### config.mk
export PLATFORM = sky130hd
export DESIGN_NAME = conv_ready_seq
export DESIGN_NICKNAME = d
export VERILOG_FILES = /design/src/rtl/conv_seq_pkg.sv /design/src/rtl/interval_timer.sv /design/src/rtl/result_latch.sv /design/src/rtl/conv_ready_seq.sv
export SDC_FILE = /design/constraint.sdc
export NUM_CORES = 1
export LEC_CHECK = 0
export CORE_MARGIN = 2
export CORE_UTILIZATION = 40
export DETAILED_ROUTE_END_ITERATION = 10
export SYNTH_ARGS = -nofsm -noshare
export SYNTH_HDL_FRONTEND = slang
export SYNTH_SLANG_ARGS = --single-unit
export TNS_END_PERCENT = 1
### constraint.sdc
create_clock -name clk -period 13.25 [get_ports clk]
set_input_delay 2.65 -clock clk [delete_from_list [all_inputs] [get_ports clk]]
set_output_delay 2.65 -clock clk [all_outputs]
set_load 0.05 [all_outputs]
### src/rtl/conv_seq_pkg.sv
package conv_seq_pkg;
    typedef enum logic [1:0] {
        ST_IDLE   = 2'd0,
        ST_SETTLE = 2'd1,
        ST_STREAM = 2'd2
    } seq_state_t;

    localparam logic [2:0] MODE_IDLE   = 3'b000;
    localparam logic [2:0] MODE_CONT   = 3'b001;
    localparam logic [2:0] MODE_SINGLE = 3'b010;

    localparam int SF_MIN = 3;

    localparam int MULT_FIRST_PLAIN = 24;
    localparam int MULT_NEXT_PLAIN  = 8;
    localparam int MULT_FIRST_CHOP  = 48;
    localparam int MULT_NEXT_CHOP   = 24;

    function automatic logic mode_runs(input logic [2:0] m);
        return (m == MODE_CONT) || (m == MODE_SINGLE);
    endfunction
endpackage

### src/rtl/interval_timer.sv
module interval_timer #(
    parameter int CNT_W = 14
) (
    input  logic             clk,
    input  logic             rst_n,
    input  logic             clr,
    input  logic             en,
    input  logic [CNT_W-1:0] limit,
    output logic             hit
);
    logic [CNT_W-1:0] cnt;

    assign hit = en && !clr && (cnt >= limit - CNT_W'(1));

    always_ff @(posedge clk or negedge rst_n) begin
        if (!rst_n) begin
            cnt <= '0;
        end else if (clr) begin
            cnt <= '0;
        end else if (en) begin
            cnt <= hit ? '0 : cnt + CNT_W'(1);
        end
    end


    timer_step_chk: assert property (@(posedge clk) disable iff (!rst_n)
        (en && !clr && !hit) |=> cnt == CNT_W'($past(cnt) + CNT_W'(1)));


    timer_wrap_chk: assert property (@(posedge clk) disable iff (!rst_n)
        hit |=> cnt == '0);
endmodule

### src/rtl/result_latch.sv
module result_latch #(
    parameter int DATA_W = 24
) (
    input  logic              clk,
    input  logic              rst_n,
    input  logic              capture,
    input  logic [DATA_W-1:0] din,
    output logic [DATA_W-1:0] dout,
    output logic              stb
);
    always_ff @(posedge clk or negedge rst_n) begin
        if (!rst_n) begin
            dout <= '0;
            stb  <= 1'b0;
        end else begin
            stb <= capture;
            if (capture) dout <= din;
        end
    end


    latch_data_chk: assert property (@(posedge clk) disable iff (!rst_n)
        capture |=> (stb && dout == $past(din)));
endmodule

### src/rtl/conv_ready_seq.sv
module conv_ready_seq
    import conv_seq_pkg::*;
#(
    parameter int DATA_W = 24,
    parameter int SF_W   = 8
) (
    input  logic              clk,
    input  logic              rst_n,
    input  logic              smp_tick,
    input  logic [SF_W-1:0]   filt_word,
    input  logic              chop_en,
    input  logic [2:0]        mode_code,
    input  logic              mode_wr,
    input  logic              chan_wr,
    input  logic              rd_ack,
    input  logic [DATA_W-1:0] din,
    output logic              rdy_n,
    output logic              latch_stb,
    output logic [DATA_W-1:0] dout
);
    localparam int CNT_W = SF_W + 6;

    seq_state_t       st_q, st_d;
    logic [2:0]       mode_q, mode_d;
    logic             sf_ok, running, tmr_clr, tmr_en, tmr_hit;
    logic [CNT_W-1:0] mult, limit;

    assign sf_ok   = filt_word >= SF_W'(SF_MIN);
    assign running = (st_q != ST_IDLE);
    assign tmr_clr = mode_wr || !running || !sf_ok || chan_wr;
    assign tmr_en  = smp_tick && running;

    always_comb begin
        if (st_q == ST_SETTLE)
            mult = chop_en ? CNT_W'(MULT_FIRST_CHOP) : CNT_W'(MULT_FIRST_PLAIN);
        else
            mult = chop_en ? CNT_W'(MULT_NEXT_CHOP) : CNT_W'(MULT_NEXT_PLAIN);
        limit = mult * {{(CNT_W-SF_W){1'b0}}, filt_word};
    end

    interval_timer #(.CNT_W(CNT_W)) u_timer (
        .clk   (clk),
        .rst_n (rst_n),
        .clr   (tmr_clr),
        .en    (tmr_en),
        .limit (limit),
        .hit   (tmr_hit)
    );

    result_latch #(.DATA_W(DATA_W)) u_latch (
        .clk     (clk),
        .rst_n   (rst_n),
        .capture (tmr_hit),
        .din     (din),
        .dout    (dout),
        .stb     (latch_stb)
    );

    // next-state logic
    always_comb begin
        st_d   = st_q;
        mode_d = mode_q;
        if (mode_wr) begin
            mode_d = mode_code;
            st_d   = (mode_runs(mode_code) && sf_ok) ? ST_SETTLE : ST_IDLE;
        end else begin
            unique case (st_q)
                ST_IDLE: begin
                    if (sf_ok && mode_runs(mode_q)) st_d = ST_SETTLE;
                end
                ST_SETTLE, ST_STREAM: begin
                    if (!sf_ok) begin
                        st_d = ST_IDLE;
                    end else if (chan_wr) begin
                        st_d = ST_SETTLE;
                    end else if (tmr_hit) begin
                        if (mode_q == MODE_SINGLE) begin
                            st_d   = ST_IDLE;
                            mode_d = MODE_IDLE;
                        end else begin
                            st_d = ST_STREAM;
                        end
                    end
                end
                default: st_d = ST_IDLE;
            endcase
        end
    end

    // state register
    always_ff @(posedge clk or negedge rst_n) begin
        if (!rst_n) begin
            st_q   <= ST_IDLE;
            mode_q <= MODE_IDLE;
        end else begin
            st_q   <= st_d;
            mode_q <= mode_d;
        end
    end

    // output register
    always_ff @(posedge clk or negedge rst_n) begin
        if (!rst_n) begin
            rdy_n <= 1'b1;
        end else if (mode_wr || (running && chan_wr)) begin
            rdy_n <= 1'b1;
        end else if (tmr_hit) begin
            rdy_n <= 1'b0;
        end else if (rd_ack) begin
            rdy_n <= 1'b1;
        end else if (smp_tick && running) begin
            rdy_n <= 1'b1;
        end
    end


    rdy_fall_chk: assert property (@(posedge clk) disable iff (!rst_n)
        $fell(rdy_n) |-> latch_stb);


    bad_sf_idle_chk: assert property (@(posedge clk) disable iff (!rst_n)
        !sf_ok |=> st_q == ST_IDLE);


    chan_restart_chk: assert property (@(posedge clk) disable iff (!rst_n)
        (running && chan_wr) |=> (rdy_n && !latch_stb));


    single_done_chk: assert property (@(posedge clk) disable iff (!rst_n)
        (tmr_hit && mode_q == MODE_SINGLE && !mode_wr && !chan_wr)
            |=> (st_q == ST_IDLE && mode_q == MODE_IDLE));


    idle_code_chk: assert property (@(posedge clk) disable iff (!rst_n)
        (mode_wr && !mode_runs(mode_code)) |=> (st_q == ST_IDLE && !tmr_hit));
endmodule

### Word-level counts from Yosys, hierarchy flattened

Index checks and enable logic that the tools add are counted.

* word-level logic and storage cells: 70
* register bits: 45
* input bits: 42

* add/sub/neg operators: 2
* reduce and logical (&&, ||, !) cells: 26
* equal/unequal tests: 9
* $lt $le $gt $ge: 2
* multipliers: 1
* mux-type cells: 24

Operators with widths (number)
* $mux W14: 3
* $mux W3: 6
* $add A14 B1 Y14 const B: 1
* $ge A14 B14 Y1: 1
* $mul A14 B8 Y14: 1
* $sub A14 B1 Y14 const B: 1
* $mux W2: 6
* $mux W6: 2
* $reduce_bool A2 Y1: 6
* $ge A8 B2 Y1 const B: 1
* $eq A3 B1 Y1 const B: 2
* $eq A3 B2 Y1 const B: 2
* $logic_and A1 B1 Y1: 6
* $logic_or A1 B1 Y1: 6
* $mux W1: 5
* $mux W5: 1
* $ne A5 B4 Y1 const B: 1
* $reduce_and A5 Y1: 1
* $pmux W2 S2: 1
* $reduce_bool A4 Y1: 1
* $logic_not A1 Y1: 3
* $ne A3 B3 Y1 const B: 1
* $eq A2 B1 Y1 const B: 1
* $eq A2 B2 Y1 const B: 1
* 4 further kinds: 4

### Logic depth before layout (Yosys ltp)

* depth in word-level cells: 13
* mapped depth: 25
* mapped depth without buffers: 22

### Cells and area by module

Synthesis repeated with hierarchy kept, for this count alone.

* cell total of the unflattened synthesis: 362
* area, all modules: 3549.7 µm²

By module, submodules not included
* interval_timer: sequential area each 350.3 µm², area each 1322.5 µm², cells each 159, instances 1
* conv_ready_seq: sequential area each 151.4 µm², area each 1204.9 µm², cells each 151, instances 1
* result_latch: sequential area each 625.6 µm², area each 1022.2 µm², cells each 52, instances 1

### Worst setup path after synthesis

Ideal clock, no wire load.

* path type: input-to-reg
* from: input port chop_en
* to: register u_latch.dout[0]
* data arrival time: 7.163 ns
* library setup time: 0.125 ns
* stages: 21
* setup slack: 5.962 ns
* cell sequence: or2_2 -> clkbuf_1 -> nand2_1 -> ha_1 -> fa_1 -> inv_1 -> ha_1 -> ha_1 -> ha_1 -> a21o_1 -> a211oi_1 -> nor2_1 -> o41ai_1 -> xnor2_1 -> ha_1 -> nand2_1 -> o21ai_0 -> inv_1 -> a21oi_4 -> buf_6 -> mux2_2

* word-level cells in the longest chain between the ends: 6

Ends and longest elaborated chain
* from (decl): line conv_ready_seq.sv:11 `input logic chop_en,`
* $mux W6 or $mux W5 (tied branches): line conv_ready_seq.sv:35, conv_ready_seq.sv:37
* $mux W6 (*): line conv_ready_seq.sv:34 `if (st_q == ST_SETTLE)`
* $mul A14 B8 Y14 (*): line conv_ready_seq.sv:38 `limit = mult * {{(CNT_W-SF_W){1'b0}}, filt_word};`
* $sub A14 B1 Y14 (*): line interval_timer.sv:13 `assign hit = en && !clr && (cnt >= limit - CNT_W'(1));`
* $ge A14 B14 Y1 (*): line interval_timer.sv:13
* $logic_and A1 B1 Y1 (*): line interval_timer.sv:13
* to (signal assigned): line result_latch.sv:17 `if (capture) dout <= din;`
* to (decl): line result_latch.sv:8 `output logic [DATA_W-1:0] dout,`

Every way passes the cells marked *; elsewhere a longest branch is shown, timed or not.
A chain may end at the register's enable or synchronous reset.

### Worst setup path in the final report

* from: input port chop_en
* to: register u_latch.dout[15]

Same word-level chain as after synthesis.

==> flow_metrics.py <==
metrics = {
    "clock_tree": {
        "cts_buffers": 5,
        "cts.sinks": 45,
        "root_buffer": "clkbuf_8",
        "clk_latency_ns": 0.30,
        "cts_setup_buffers": 0,
        "ctsResizeCount": 0,
        "cts_tree": "done",
        "path_clk_slew_ns": 0.08,
        "hold_buffers": 0,
        "htree_levels": 2,
        "clockBufferDepth": 2,
    },
    "grt": {
        "overflow": 0,
        "antenna_found_initial": 0,
        "grt_use_total_pct": 16.1,
        "grt_max_degree": 46,
        "grt_pass1_wl_mm": 11.6,
        "grt_pass1_vias": 2612,
    },
    "power_and_ir_drop": {
        "p_int_mw": 0.405,
        "power.switching_mw": 0.289,
        "switching_share_pct": 41.7,
        "vdd_drop_max_mv": 0.0639,
        "p_leak_nw": 1.96,
        "power_density_mw_per_mm2": 167,
        "power.share.clock_pct": 15.6,
        "seqPwrFrac_pct": 20.9,
        "combPwrFrac_pct": 63.5,
    },
    "layout": {
        "fillers": 756,
        "final_common_cell": "clkdlybuf4s50_1",
        "final_cells": 489,
        "post-route-util_pct": 51.4,
        "synthToLayoutAreaGrowth_pct": 26.5,
        "final-seq-area_mm2": 0.00113,
        "final_cell_mix": "clkdlybuf4s50_1 (66), ha_1 (49), dfrtp_1 (44)",
        "drive_gt1_share_pct": 11.7,
        "multi_input_area_mm2": 0.00200,
        "nets": 481,
        "antenna_cells": 0,
    },
    "worst_setup_path": {
        "cp_max_fo": 27,
        "regToRegEndpoint": "u_latch.dout[15]",
        "arrival_ns": 8.43,
        "cp.required_ns": 13.43,
        "end_kind": "register",
        "critPathLaunchType": "input pin",
        "rrSetupSlack_ns": 7.16,
        "critPathKind": "in -> reg",
        "reg2reg_depth": 21,
        "timing.rr.start": "st_q[1]",
    },
    "floorplan": {
        "die_area_mm2": 0.00896,
        "die_y_um": 94.7,
        "core_region_area_mm2": 0.00809,
        "ios": 68,
        "start_util_pct": 40.6,
        "fp-row-count": 33,
        "die_x_um": 94.7,
    },
    "logic_synthesis": {
        "synthCells": 318,
        "seq_area_frac_synth_pct": 34.3,
        "syn_area_mm2": 0.00329,
        "avgSynthCellArea_um2": 10.3,
        "yosysWarnings": 0,
        "syn_nets": 416,
        "synth.ff_latch_count": 45,
        "synth_cell_types": 46,
    },
    "sta": {
        "rsz0062_at_grt": "no",
        "final.setup.tns_ns": 0,
        "fin_skew_ns": 0.00575,
        "fmax_mhz": 121,
        "slew_viol_final": 0,
        "max_slew_margin_pct": 19.2,
        "whs_ns": 0.488,
        "tightest_slew_ns": 1.21,
        "finalSetupViolCount": 0,
        "period_share_pct": 62.3,
        "min_period_ns": 8.25,
        "final_hold_viol_count": 0,
    },
    "hold_path": {
        "worstHoldPathCells": 1,
        "min_to": "u_latch.dout[23]",
        "min_from": "u_latch.dout[23]",
        "hp-class": "reg -> reg",
    },
    "route": {
        "vias": 2524,
        "drcViolationCount": 0,
        "ant_nets": 0,
        "drt_iter0_markers": 117,
        "viasPerCell": 5.16,
        "wl_per_cell_um": 13.6,
        "dr.pass1.iters": 4,
        "wl_mm": 6.63,
    },
    "place": {
        "placed_cells": 481,
        "place_hpwl_mm": 5.07,
        "io_buffers": 67,
        "gp_congestion": 0.768,
    },
    "status": {
        "status": "completed",
    },
    "job": {
        "drv_cap": 0,
    },
}
[stage by stage]
stage	total power, mW	cell area, um^2	worst slack [ns]
2_1_floorplan	0.495	3290	5.96
3_3_place_gp	0.585	4040	4.71
3_5_place_dp	0.592	4040	4.62
4_1_cts	0.706	4160	4.94
5_1_grt	0.789	4160	4.49
6_report	0.694	4160	5.00
[Yosys cell counts (all sizes together)]
master | n | area share (%)
a31oi | 8 | 1.5
nor2 | 15 | 1.7
o221ai | 1 | 0.27
fa | 7 | 4.3
a211o | 1 | 0.27
o32ai | 1 | 0.27
or2 | 1 | 0.19
nor3b | 2 | 0.46
a211oi | 3 | 0.68
dfstp | 1 | 0.80
xor2 | 4 | 1.1
nor4b | 1 | 0.27
clkbuf | 5 | 0.57
dfrtp | 44 | 33
nor2b | 2 | 0.38
xnor2 | 6 | 1.6
o211ai | 1 | 0.38
nand4 | 7 | 1.3
nand2 | 33 | 3.8
and3 | 2 | 0.38
or4 | 2 | 0.46
buf | 5 | 1.1
o21bai | 2 | 0.57
a21o | 2 | 0.46
a22o | 5 | 1.3
o32a | 1 | 0.30
a21oi | 10 | 1.9
mux2i | 8 | 2.4
nor3 | 3 | 0.46
inv | 29 | 3.3
ha | 49 | 19
a32oi | 1 | 0.27
mux2 | 27 | 9.2
o311a | 1 | 0.30
a31o | 4 | 1.1
o41ai | 1 | 0.27
o21ai | 6 | 0.91
nand3b | 1 | 0.23
a2111oi | 1 | 0.46
a41oi | 1 | 0.27
nand3 | 8 | 1.2
and2 | 6 | 1.1
[state kept, by name, indices dropped and copies added (netlist names)]
register,flops
mode_q,3
rdy_n,1
st_q,2
u_latch.dout,24
u_latch.stb,1
u_timer.cnt,14
[critical path: stages]
cell	delay, ns
clkdlybuf4s50_1	0.49
and2_1	0.28
nand2_1	0.10
ha_1	0.29
inv_1	0.06
fa_1	0.48
ha_1	0.30
ha_1	0.30
ha_1	0.23
fa_1	0.40
a21o_1	0.19
a21oi_1	0.21
o21bai_1	0.10
a21oi_1	0.18
xor2_1	0.10
ha_1	0.30
nand4_1	0.11
o21bai_2	0.44
a21oi_4	0.80
mux2_2	0.42
[power groups by stage]
| stage | logic [mW] | clock network [mW] | registers (mW) |
|---|---|---|---|
| 6_report | 0.441 | 0.108 | 0.145 |
| 2_1_floorplan | 0.347 | 0 | 0.148 |
| 3_5_place_dp | 0.444 | 0 | 0.148 |
| 5_1_grt | 0.525 | 0.118 | 0.146 |
| 4_1_cts | 0.449 | 0.112 | 0.145 |
| 3_3_place_gp | 0.438 | 0 | 0.147 |
[routing by layer]
layer | vias to the layer above | share of wire, % | global-route usage [%]
met5 | - | 0 | 0
met4 | 0 | 1.1 | 4.35
met3 | 6 | 7.0 | 4.15
met2 | 67 | 45 | 26.0
met1 | 1184 | 47 | 21.4
li1 | 1267 | - | -
[worst max path at each step]
stage,startpoint,to,slack [ns],cells after the start
global route,chop_en,u_latch.dout[3],4.49,20
finish,chop_en,u_latch.dout[15],5.00,20
floorplan,chop_en,u_latch.dout[0],5.96,21
detailed placement,chop_en,u_latch.dout[9],4.62,20
global placement,chop_en,u_latch.dout[7],4.71,20
CTS,chop_en,u_latch.dout[15],4.94,20
[layout make-up]
class	instances	area share, %
clock buffer	7	2.08
inverter	29	2.62
sequential	45	27.1
tap	105	3.16
timing repair buffer	68	16.2
multi-input combinational	234	48.1
clock inverter	1	0.722
[cells by family after synthesis]
group,share of synthesized area (%)
AOI/OAI and AO/OA,11.5
buffers and inverters,5.02
DFF,34.3
xor gates and xnor gates,2.66
muxes,11.7
adders and majority gates,22.9
and+or+nand+nor,12.0
(Power assumes the default switching activity.)
